## src/rtl/hz_pkg.sv

```systemverilog
package hz_pkg;
  typedef enum logic [1:0] {
    FWD_RF  = 2'd0,
    FWD_WB  = 2'd1,
    FWD_MEM = 2'd2
  } fwd_sel_e;
endpackage

```

## src/rtl/hz_track.sv

```systemverilog
module hz_track #(
  parameter int AW = 5
) (
  input  logic          clk,
  input  logic          rst,
  input  logic          idex_bubble,
  input  logic          id_valid,
  input  logic [AW-1:0] id_rs1,
  input  logic [AW-1:0] id_rs2,
  input  logic [AW-1:0] id_rd,
  input  logic          id_wr,
  input  logic          id_load,
  input  logic          id_mem,
  output logic          ex_valid,
  output logic [AW-1:0] ex_rs1,
  output logic [AW-1:0] ex_rs2,
  output logic [AW-1:0] ex_rd,
  output logic          ex_wr,
  output logic          ex_load,
  output logic          mem_valid,
  output logic [AW-1:0] mem_rd,
  output logic          mem_wr,
  output logic          mem_acc,
  output logic          wb_valid,
  output logic [AW-1:0] wb_rd,
  output logic          wb_wr
);
  logic ex_mem;

  // execute stage copy
  always_ff @(posedge clk) begin
    if (rst) begin
      ex_valid <= 1'b0;
      ex_rs1   <= '0;
      ex_rs2   <= '0;
      ex_rd    <= '0;
      ex_wr    <= 1'b0;
      ex_load  <= 1'b0;
      ex_mem   <= 1'b0;
    end else if (idex_bubble || !id_valid) begin
      ex_valid <= 1'b0;
      ex_wr    <= 1'b0;
      ex_load  <= 1'b0;
      ex_mem   <= 1'b0;
    end else begin
      ex_valid <= 1'b1;
      ex_rs1   <= id_rs1;
      ex_rs2   <= id_rs2;
      ex_rd    <= id_rd;
      ex_wr    <= id_wr;
      ex_load  <= id_load;
      ex_mem   <= id_mem;
    end
  end

  // memory and write-back stage copies
  always_ff @(posedge clk) begin
    if (rst) begin
      mem_valid <= 1'b0;
      mem_rd    <= '0;
      mem_wr    <= 1'b0;
      mem_acc   <= 1'b0;
      wb_valid  <= 1'b0;
      wb_rd     <= '0;
      wb_wr     <= 1'b0;
    end else begin
      mem_valid <= ex_valid;
      mem_rd    <= ex_rd;
      mem_wr    <= ex_wr;
      mem_acc   <= ex_mem;
      wb_valid  <= mem_valid;
      wb_rd     <= mem_rd;
      wb_wr     <= mem_wr;
    end
  end
endmodule

```

## src/rtl/hz_fwd.sv

```systemverilog
module hz_fwd #(
  parameter int AW = 5
) (
  input  logic          ex_valid,
  input  logic [AW-1:0] src,
  input  logic          mem_valid,
  input  logic          mem_wr,
  input  logic [AW-1:0] mem_rd,
  input  logic          wb_valid,
  input  logic          wb_wr,
  input  logic [AW-1:0] wb_rd,
  output logic [1:0]    sel
);
  import hz_pkg::*;
  logic need, hit_mem, hit_wb;

  assign need    = ex_valid && (src != '0);
  assign hit_mem = need && mem_valid && mem_wr && (mem_rd == src);
  assign hit_wb  = need && wb_valid && wb_wr && (wb_rd == src);

  always_comb begin
    if (hit_mem)     sel = FWD_MEM;
    else if (hit_wb) sel = FWD_WB;
    else             sel = FWD_RF;
  end
endmodule

```

## src/rtl/hz_stall.sv

```systemverilog
module hz_stall #(
  parameter int AW          = 5,
  parameter bit UNIFIED_MEM = 1'b0
) (
  input  logic          id_valid,
  input  logic [AW-1:0] id_rs1,
  input  logic [AW-1:0] id_rs2,
  input  logic          id_ctrl,
  input  logic          ex_valid,
  input  logic          ex_load,
  input  logic          ex_wr,
  input  logic [AW-1:0] ex_rd,
  input  logic          mem_valid,
  input  logic          mem_acc,
  output logic          mem_busy,
  output logic          ld_use,
  output logic          pc_hold,
  output logic          ifid_hold,
  output logic          ifid_flush,
  output logic          idex_bubble,
  output logic          redirect
);
  logic ld_dst;

  generate
    if (UNIFIED_MEM) begin : g_shared
      assign mem_busy = mem_valid && mem_acc;
    end else begin : g_split
      assign mem_busy = 1'b0;
    end
  endgenerate

  assign ld_dst = ex_valid && ex_load && ex_wr && (ex_rd != '0);
  assign ld_use = ld_dst && id_valid && ((ex_rd == id_rs1) || (ex_rd == id_rs2));

  // structural stall first, then load-use, then control transfer
  always_comb begin
    pc_hold     = 1'b0;
    ifid_hold   = 1'b0;
    ifid_flush  = 1'b0;
    idex_bubble = 1'b0;
    redirect    = 1'b0;
    if (mem_busy || ld_use) begin
      pc_hold     = 1'b1;
      ifid_hold   = 1'b1;
      idex_bubble = 1'b1;
    end else if (id_valid && id_ctrl) begin
      redirect   = 1'b1;
      ifid_flush = 1'b1;
    end
  end
endmodule

```

## src/rtl/hz_ctrl_unit.sv

```systemverilog
module hz_ctrl_unit #(
  parameter int AW          = 5,
  parameter bit UNIFIED_MEM = 1'b0
) (
  input  logic          clk,
  input  logic          rst,
  input  logic          id_valid,
  input  logic [AW-1:0] id_rs1,
  input  logic [AW-1:0] id_rs2,
  input  logic [AW-1:0] id_rd,
  input  logic          id_wr,
  input  logic          id_load,
  input  logic          id_mem,
  input  logic          id_ctrl,
  output logic          pc_hold,
  output logic          ifid_hold,
  output logic          ifid_flush,
  output logic          idex_bubble,
  output logic          redirect,
  output logic [1:0]    fwd_a,
  output logic [1:0]    fwd_b
);
  localparam int NSRC = 2;

  logic          ex_valid, ex_wr, ex_load;
  logic [AW-1:0] ex_rs1, ex_rs2, ex_rd;
  logic          mem_valid, mem_wr, mem_acc;
  logic [AW-1:0] mem_rd;
  logic          wb_valid, wb_wr;
  logic [AW-1:0] wb_rd;
  logic          mem_busy, ld_use;
  logic [AW-1:0] ex_src [NSRC];
  logic [1:0]    sel    [NSRC];

  hz_track #(.AW(AW)) u_track (
    .clk(clk), .rst(rst), .idex_bubble(idex_bubble),
    .id_valid(id_valid), .id_rs1(id_rs1), .id_rs2(id_rs2), .id_rd(id_rd),
    .id_wr(id_wr), .id_load(id_load), .id_mem(id_mem),
    .ex_valid(ex_valid), .ex_rs1(ex_rs1), .ex_rs2(ex_rs2), .ex_rd(ex_rd),
    .ex_wr(ex_wr), .ex_load(ex_load),
    .mem_valid(mem_valid), .mem_rd(mem_rd), .mem_wr(mem_wr), .mem_acc(mem_acc),
    .wb_valid(wb_valid), .wb_rd(wb_rd), .wb_wr(wb_wr)
  );

  hz_stall #(.AW(AW), .UNIFIED_MEM(UNIFIED_MEM)) u_stall (
    .id_valid(id_valid), .id_rs1(id_rs1), .id_rs2(id_rs2), .id_ctrl(id_ctrl),
    .ex_valid(ex_valid), .ex_load(ex_load), .ex_wr(ex_wr), .ex_rd(ex_rd),
    .mem_valid(mem_valid), .mem_acc(mem_acc),
    .mem_busy(mem_busy), .ld_use(ld_use),
    .pc_hold(pc_hold), .ifid_hold(ifid_hold), .ifid_flush(ifid_flush),
    .idex_bubble(idex_bubble), .redirect(redirect)
  );

  assign ex_src[0] = ex_rs1;
  assign ex_src[1] = ex_rs2;

  generate
    for (genvar g = 0; g < NSRC; g++) begin : g_fwd
      hz_fwd #(.AW(AW)) u_fwd (
        .ex_valid(ex_valid), .src(ex_src[g]),
        .mem_valid(mem_valid), .mem_wr(mem_wr), .mem_rd(mem_rd),
        .wb_valid(wb_valid), .wb_wr(wb_wr), .wb_rd(wb_rd),
        .sel(sel[g])
      );
    end
  endgenerate

  assign fwd_a = sel[0];
  assign fwd_b = sel[1];
endmodule

```

## config.mk

```make
export PLATFORM = sky130hd
export DESIGN_NAME = hz_ctrl_unit
export DESIGN_NICKNAME = d
export VERILOG_FILES = /design/src/rtl/hz_pkg.sv /design/src/rtl/hz_track.sv /design/src/rtl/hz_fwd.sv /design/src/rtl/hz_stall.sv /design/src/rtl/hz_ctrl_unit.sv
export SDC_FILE = /design/constraint.sdc
export NUM_CORES = 1
export LEC_CHECK = 0
export ABC_AREA = 1
export BUFFER_PORTS_ARGS = -buffer_cell sky130_fd_sc_hd__buf_2
export CAP_MARGIN = 20
export CORE_MARGIN = 10
export CORE_UTILIZATION = 40
export DETAILED_ROUTE_END_ITERATION = 10
export PLACE_DENSITY = 0.71
export RECOVER_POWER = 100
export SLEW_MARGIN = 40
export SYNTH_ARGS = -nofsm -noshare
export SYNTH_HDL_FRONTEND = slang
export SYNTH_HIERARCHICAL = 1
export SYNTH_SLANG_ARGS = --single-unit
```

## constraint.sdc

```tcl
create_clock -name clk -period 2.03 [get_ports clk]
set_input_delay 0.406 -clock clk [delete_from_list [all_inputs] [get_ports clk]]
set_output_delay 0.406 -clock clk [all_outputs]
set_load 0.005 [all_outputs]
```

# Yosys cells after proc, flatten, opt, wreduce, memory -nomap -nowiden
# Cells that the tools add are included.
dict set report totals {
  reg_bits 32
  latchBits 0
  ram_bits 0
  romBits 0
  in_bits 22
  output_inout_bits 9
  word_cells 53
  memories 0
}
dict set report classes {
  addsub 0
  multipliers 0
  div_mod_pow 0
  magnitude_cmp 0
  n_eq_ne 6
  shift 0
  n_mux 8
  bitwise 0
  reduce_logical 27
}
# operator n
set op_table {}
lappend op_table {{5-bit equality test} 6}
lappend op_table {{1-bit logical AND} 20}
lappend op_table {{5-bit nonzero test} 3}
lappend op_table {{1-bit two-way mux} 6}
lappend op_table {{2-bit two-way mux} 2}
lappend op_table {{1-bit logical OR} 2}
lappend op_table {{2-bit OR reduction} 1}
lappend op_table {{1-bit logical NOT} 1}

# Longest topological paths before layout
dict set report logic_depth {
  ltp_word 8
  depth_mapped 11
  depth_no_buf 10
}

# Hierarchy
# Netlist, hierarchy kept.
# mod n_inst cells_per_inst area_each_um2
set modules_own_cells {}
lappend modules_own_cells {hz_track 1 131 1106.1}
lappend modules_own_cells {hz_fwd 2 56 251.5}
lappend modules_own_cells {hz_stall 1 60 265.3}

# Worst setup path before layout
# No wires, ideal clock.
dict set report synth_path {
  kind {in2out}
  from {input port id_rs2[4]}
  to {output port ifid_hold}
  arrival_time_ns 1.359
  slack_ns 0.265
  cell_stages 7
  path_cell_list {inv_1 > nand2_1 > nand2_1 > nor2_1 > nand3_1 > a21oi_1 > buf_4}
}
dict set report synth_via {
  elab_chain_cells 4
}
# item line
set synth_rtl {}
lappend synth_rtl {{start: declaration} hz_ctrl_unit.sv:9} ;# input logic [AW-1:0] id_rs2,
lappend synth_rtl {{5-bit equality test} hz_stall.sv:34} ;# assign ld_use = ld_dst && id_valid && ((ex_rd == id_rs1) || (ex_rd == id_rs2));
lappend synth_rtl {{1-bit logical OR} hz_stall.sv:34}
lappend synth_rtl {{1-bit logical AND} hz_stall.sv:34}
lappend synth_rtl {{1-bit two-way mux} -}
lappend synth_rtl {{end: declaration} hz_ctrl_unit.sv:16} ;# output logic ifid_hold,
# Every way passes these cells.

# Worst setup path after layout
dict set report layout_path {
  from {register u_track.ex_rd[4]}
  to {output port pc_hold}
}
dict set report layout_via {
  elab_chain_cells 5
  elab_cells_between_ends 8
  cone_classes {eq/ne: 2; mux: 1; reduce/logical: 5}
}
# item line
set layout_rtl {}
lappend layout_rtl {{start: declaration} hz_track.sv:17} ;# output logic [AW-1:0] ex_rd,
lappend layout_rtl {{start signal: assignment} hz_track.sv:49} ;# ex_rd <= id_rd;
lappend layout_rtl {{5-bit nonzero test} hz_stall.sv:33} ;# assign ld_dst = ex_valid && ex_load && ex_wr && (ex_rd != '0);
lappend layout_rtl {{1-bit logical AND} hz_stall.sv:33}
lappend layout_rtl {{1-bit logical AND} hz_stall.sv:34}
lappend layout_rtl {{1-bit logical AND (*)} hz_stall.sv:34}
lappend layout_rtl {{1-bit two-way mux (*)} hz_stall.sv:43} ;# if (mem_busy || ld_use) begin
lappend layout_rtl {{end: declaration} hz_ctrl_unit.sv:15} ;# output logic pc_hold,
# Mark *: on every way between the ends. The rest lies on a longest branch, timed or not.

==> flow_metrics.env <==
export IMPL_status="finished, final reports clean"
export IMPL_setup_tns_ns=0
export IMPL_n_antenna_cell=0
export IMPL_crit_arrival_ns=1.50
export IMPL_synthToLayoutAreaGrowth_pct=14.2
export IMPL_peakVddDrop_v=0.000515
export IMPL_cts_htree_levels=2
export IMPL_antenna_found_initial=0
export IMPL_hold_path_class="primary input to flop"
export IMPL_avgViaCountPerCell=4.38
export IMPL_report_final_slew_viol_count=0
export IMPL_rsz0062_at_grt="false"
export IMPL_vias=1646
export IMPL_drive_gt1_share_pct=16.4
export IMPL_route_detailed_drc=0
export IMPL_fmax_mhz=525
export IMPL_grt_usage_pct=10.6
export IMPL_cts_sinks=32
export IMPL_avgSynthCellArea_sq_um=6.12
export IMPL_hold_viol_final=0
export IMPL_clockRootBuffer="clkbuf_8"
export IMPL_grt_overflow_total=0
export IMPL_cts_tree="done"
export IMPL_powerDensity_nw_per_um2=687
export IMPL_grt_pass1_wl_microns=6580
export IMPL_die_w_microns=87.1
export IMPL_yosysWarnings=6
export IMPL_crit_type="flop to primary output"
export IMPL_clockBufferDepth=2
export IMPL_critPathMaxFanout=5
export IMPL_critPathLaunchType="flop"
export IMPL_crit_path_end_kind="primary output"
export IMPL_grt_max_degree=17
export IMPL_start_util_pct=41.4
export IMPL_grt_pass1_vias=1622
export IMPL_p_leak_nw=1.11
export IMPL_finalClockSkew_ns=0.00574
export IMPL_io_pins=31
export IMPL_syn_num_nets=316
export IMPL_drt_total_wl_microns=3790
export IMPL_dp_hpwl_microns=2990
export IMPL_nets=345
export IMPL_cts_clk_slew_worst_paths_ns=0.06
export IMPL_fin_crit_sh_pct=93.8
export IMPL_postCtsHoldBufs=0
export IMPL_worst_pin_slew_ns=0.473
export IMPL_wire_per_inst_microns=10.1
export IMPL_synthCells=294
export IMPL_die_height_microns=87.1
export IMPL_relSlewSlack_pct=68.5
export IMPL_fp_row_count=24
export IMPL_core_area_sq_um=4350
export IMPL_dieArea_sq_um=7580
export IMPL_numCtsBuffers=5
export IMPL_drv_cap=0
export IMPL_required_ns=1.62
export IMPL_gp_congestion=0.786
export IMPL_drtIter0Drc=84
export IMPL_portBuffers=29
export IMPL_ant_nets=0
export IMPL_setup_viol=0
export IMPL_n_fill_cell=470
export IMPL_fin_crit_ns=1.90
export IMPL_seqCellArea_sq_um=643
export IMPL_p_total_w=0.00141
export IMPL_clk_insertion_delay_late_ns=0.28
export IMPL_first_pass_iters=4
export IMPL_synth_area_sq_um=1800
export IMPL_multi_input_area_sq_um=868
## worst paths after layout
check,start,to,slack [ns],depth (start not counted)
worst min register to register,u_track/ex_wr$_SDFF_PP0_,u_track/mem_wr$_SDFF_PP0_,0.42,2
worst max-delay path,u_track/ex_rd[4]$_SDFFE_PP0N_,pc_hold,0.13,7
worst max register to register,u_track/ex_rd[4]$_SDFFE_PP0N_,u_track/ex_rd[3]$_SDFFE_PP0N_,0.22,9
worst min-delay path,id_load,u_track/ex_load$_SDFF_PP0_,0.34,3
## what timing repair did
action	CTS	global route
endpoints found under the setup margin	3	3
gates resized for setup	1	3
pin swaps	0	1
buffers inserted	0	0
## critical path: stages, from the launching register on
cell and delay [ns]:
dfxtp_1 0.38, inv_1 0.09, nand2_1 0.06, nand2_1 0.04, nor2_1 0.10, nand3_1 0.16, a21oi_4 0.23, buf_2 0.15
## power by group
| part | leakage, nW | switching [W] | internal (W) | total (W) |
|---|---|---|---|---|
| logic | 0.795 | 0.000117 | 0.0000895 | 0.000207 |
| clock network | 0.0510 | 0.000228 | 0.000270 | 0.000498 |
| registers | 0.265 | 0.0000432 | 0.000665 | 0.000708 |
| total | 1.11 | 0.000388 | 0.00102 | 0.00141 |
## sequential cells by signal, indices dropped and copies added (netlist names)
signal             flops
u_track/wb_rd          5
u_track/mem_rd         5
u_track/ex_rs2         5
u_track/wb_valid       1
u_track/ex_wr          1
u_track/mem_valid      1
u_track/ex_rs1         5
u_track/ex_load        1
u_track/ex_valid       1
u_track/wb_wr          1
u_track/ex_rd          5
u_track/mem_wr         1
## per-layer routing
layer / vias up / wire (microns) / track usage, %
li1: 904 / - / -
met1: 700 / 1820 / 12.1
met2: 36 / 1650 / 16.9
met3: 6 / 244 / 4.03
met4: 0 / 75 / 5.51
met5: - / 0 / 0
## cell type report
type | count | share of cell area, %
repair buffers | 31 | 7.54
well taps | 52 | 3.16
clock inverters | 2 | 0.487
multi-input cells | 191 | 42.2
inverters | 62 | 11.3
flip-flops and latches | 32 | 31.3
clock buffers | 6 | 4.01
## through the flow
step | util (%) | instance area (sq um) | hold WS (ns) | instances | setup slack (ns)
after floorplan | - | 1800 | 0.403 | 294 | 0.307
after global placement | 45.2 | 1970 | 0.420 | 368 | 0.177
after detailed placement | 45.2 | 1970 | 0.429 | 368 | 0.151
after CTS | 47.4 | 2070 | 0.325 | 376 | 0.0636
after global routing | 47.2 | 2060 | 0.329 | 376 | 0.00853
final | 47.2 | 2060 | 0.337 | 376 | 0.126
## cell usage in the layout, fill, tap and decap left out
cell,count
inv_2,8
nor2_1,63
nor3_1,1
a21oi_4,1
dfxtp_2,2
clkbuf_1,4
nand3_4,2
clkinv_1,1
xor2_1,4
buf_4,2
nor2_4,1
a21oi_1,8
nand3b_1,10
nand3_1,10
inv_1,53
o21ai_1,2
xnor2_1,2
clkbuf_8,6
clkinv_2,2
nor2_2,4
dfxtp_1,30
buf_2,25
nand2_1,83
Note: power is estimated with default switching activity, not from simulation.
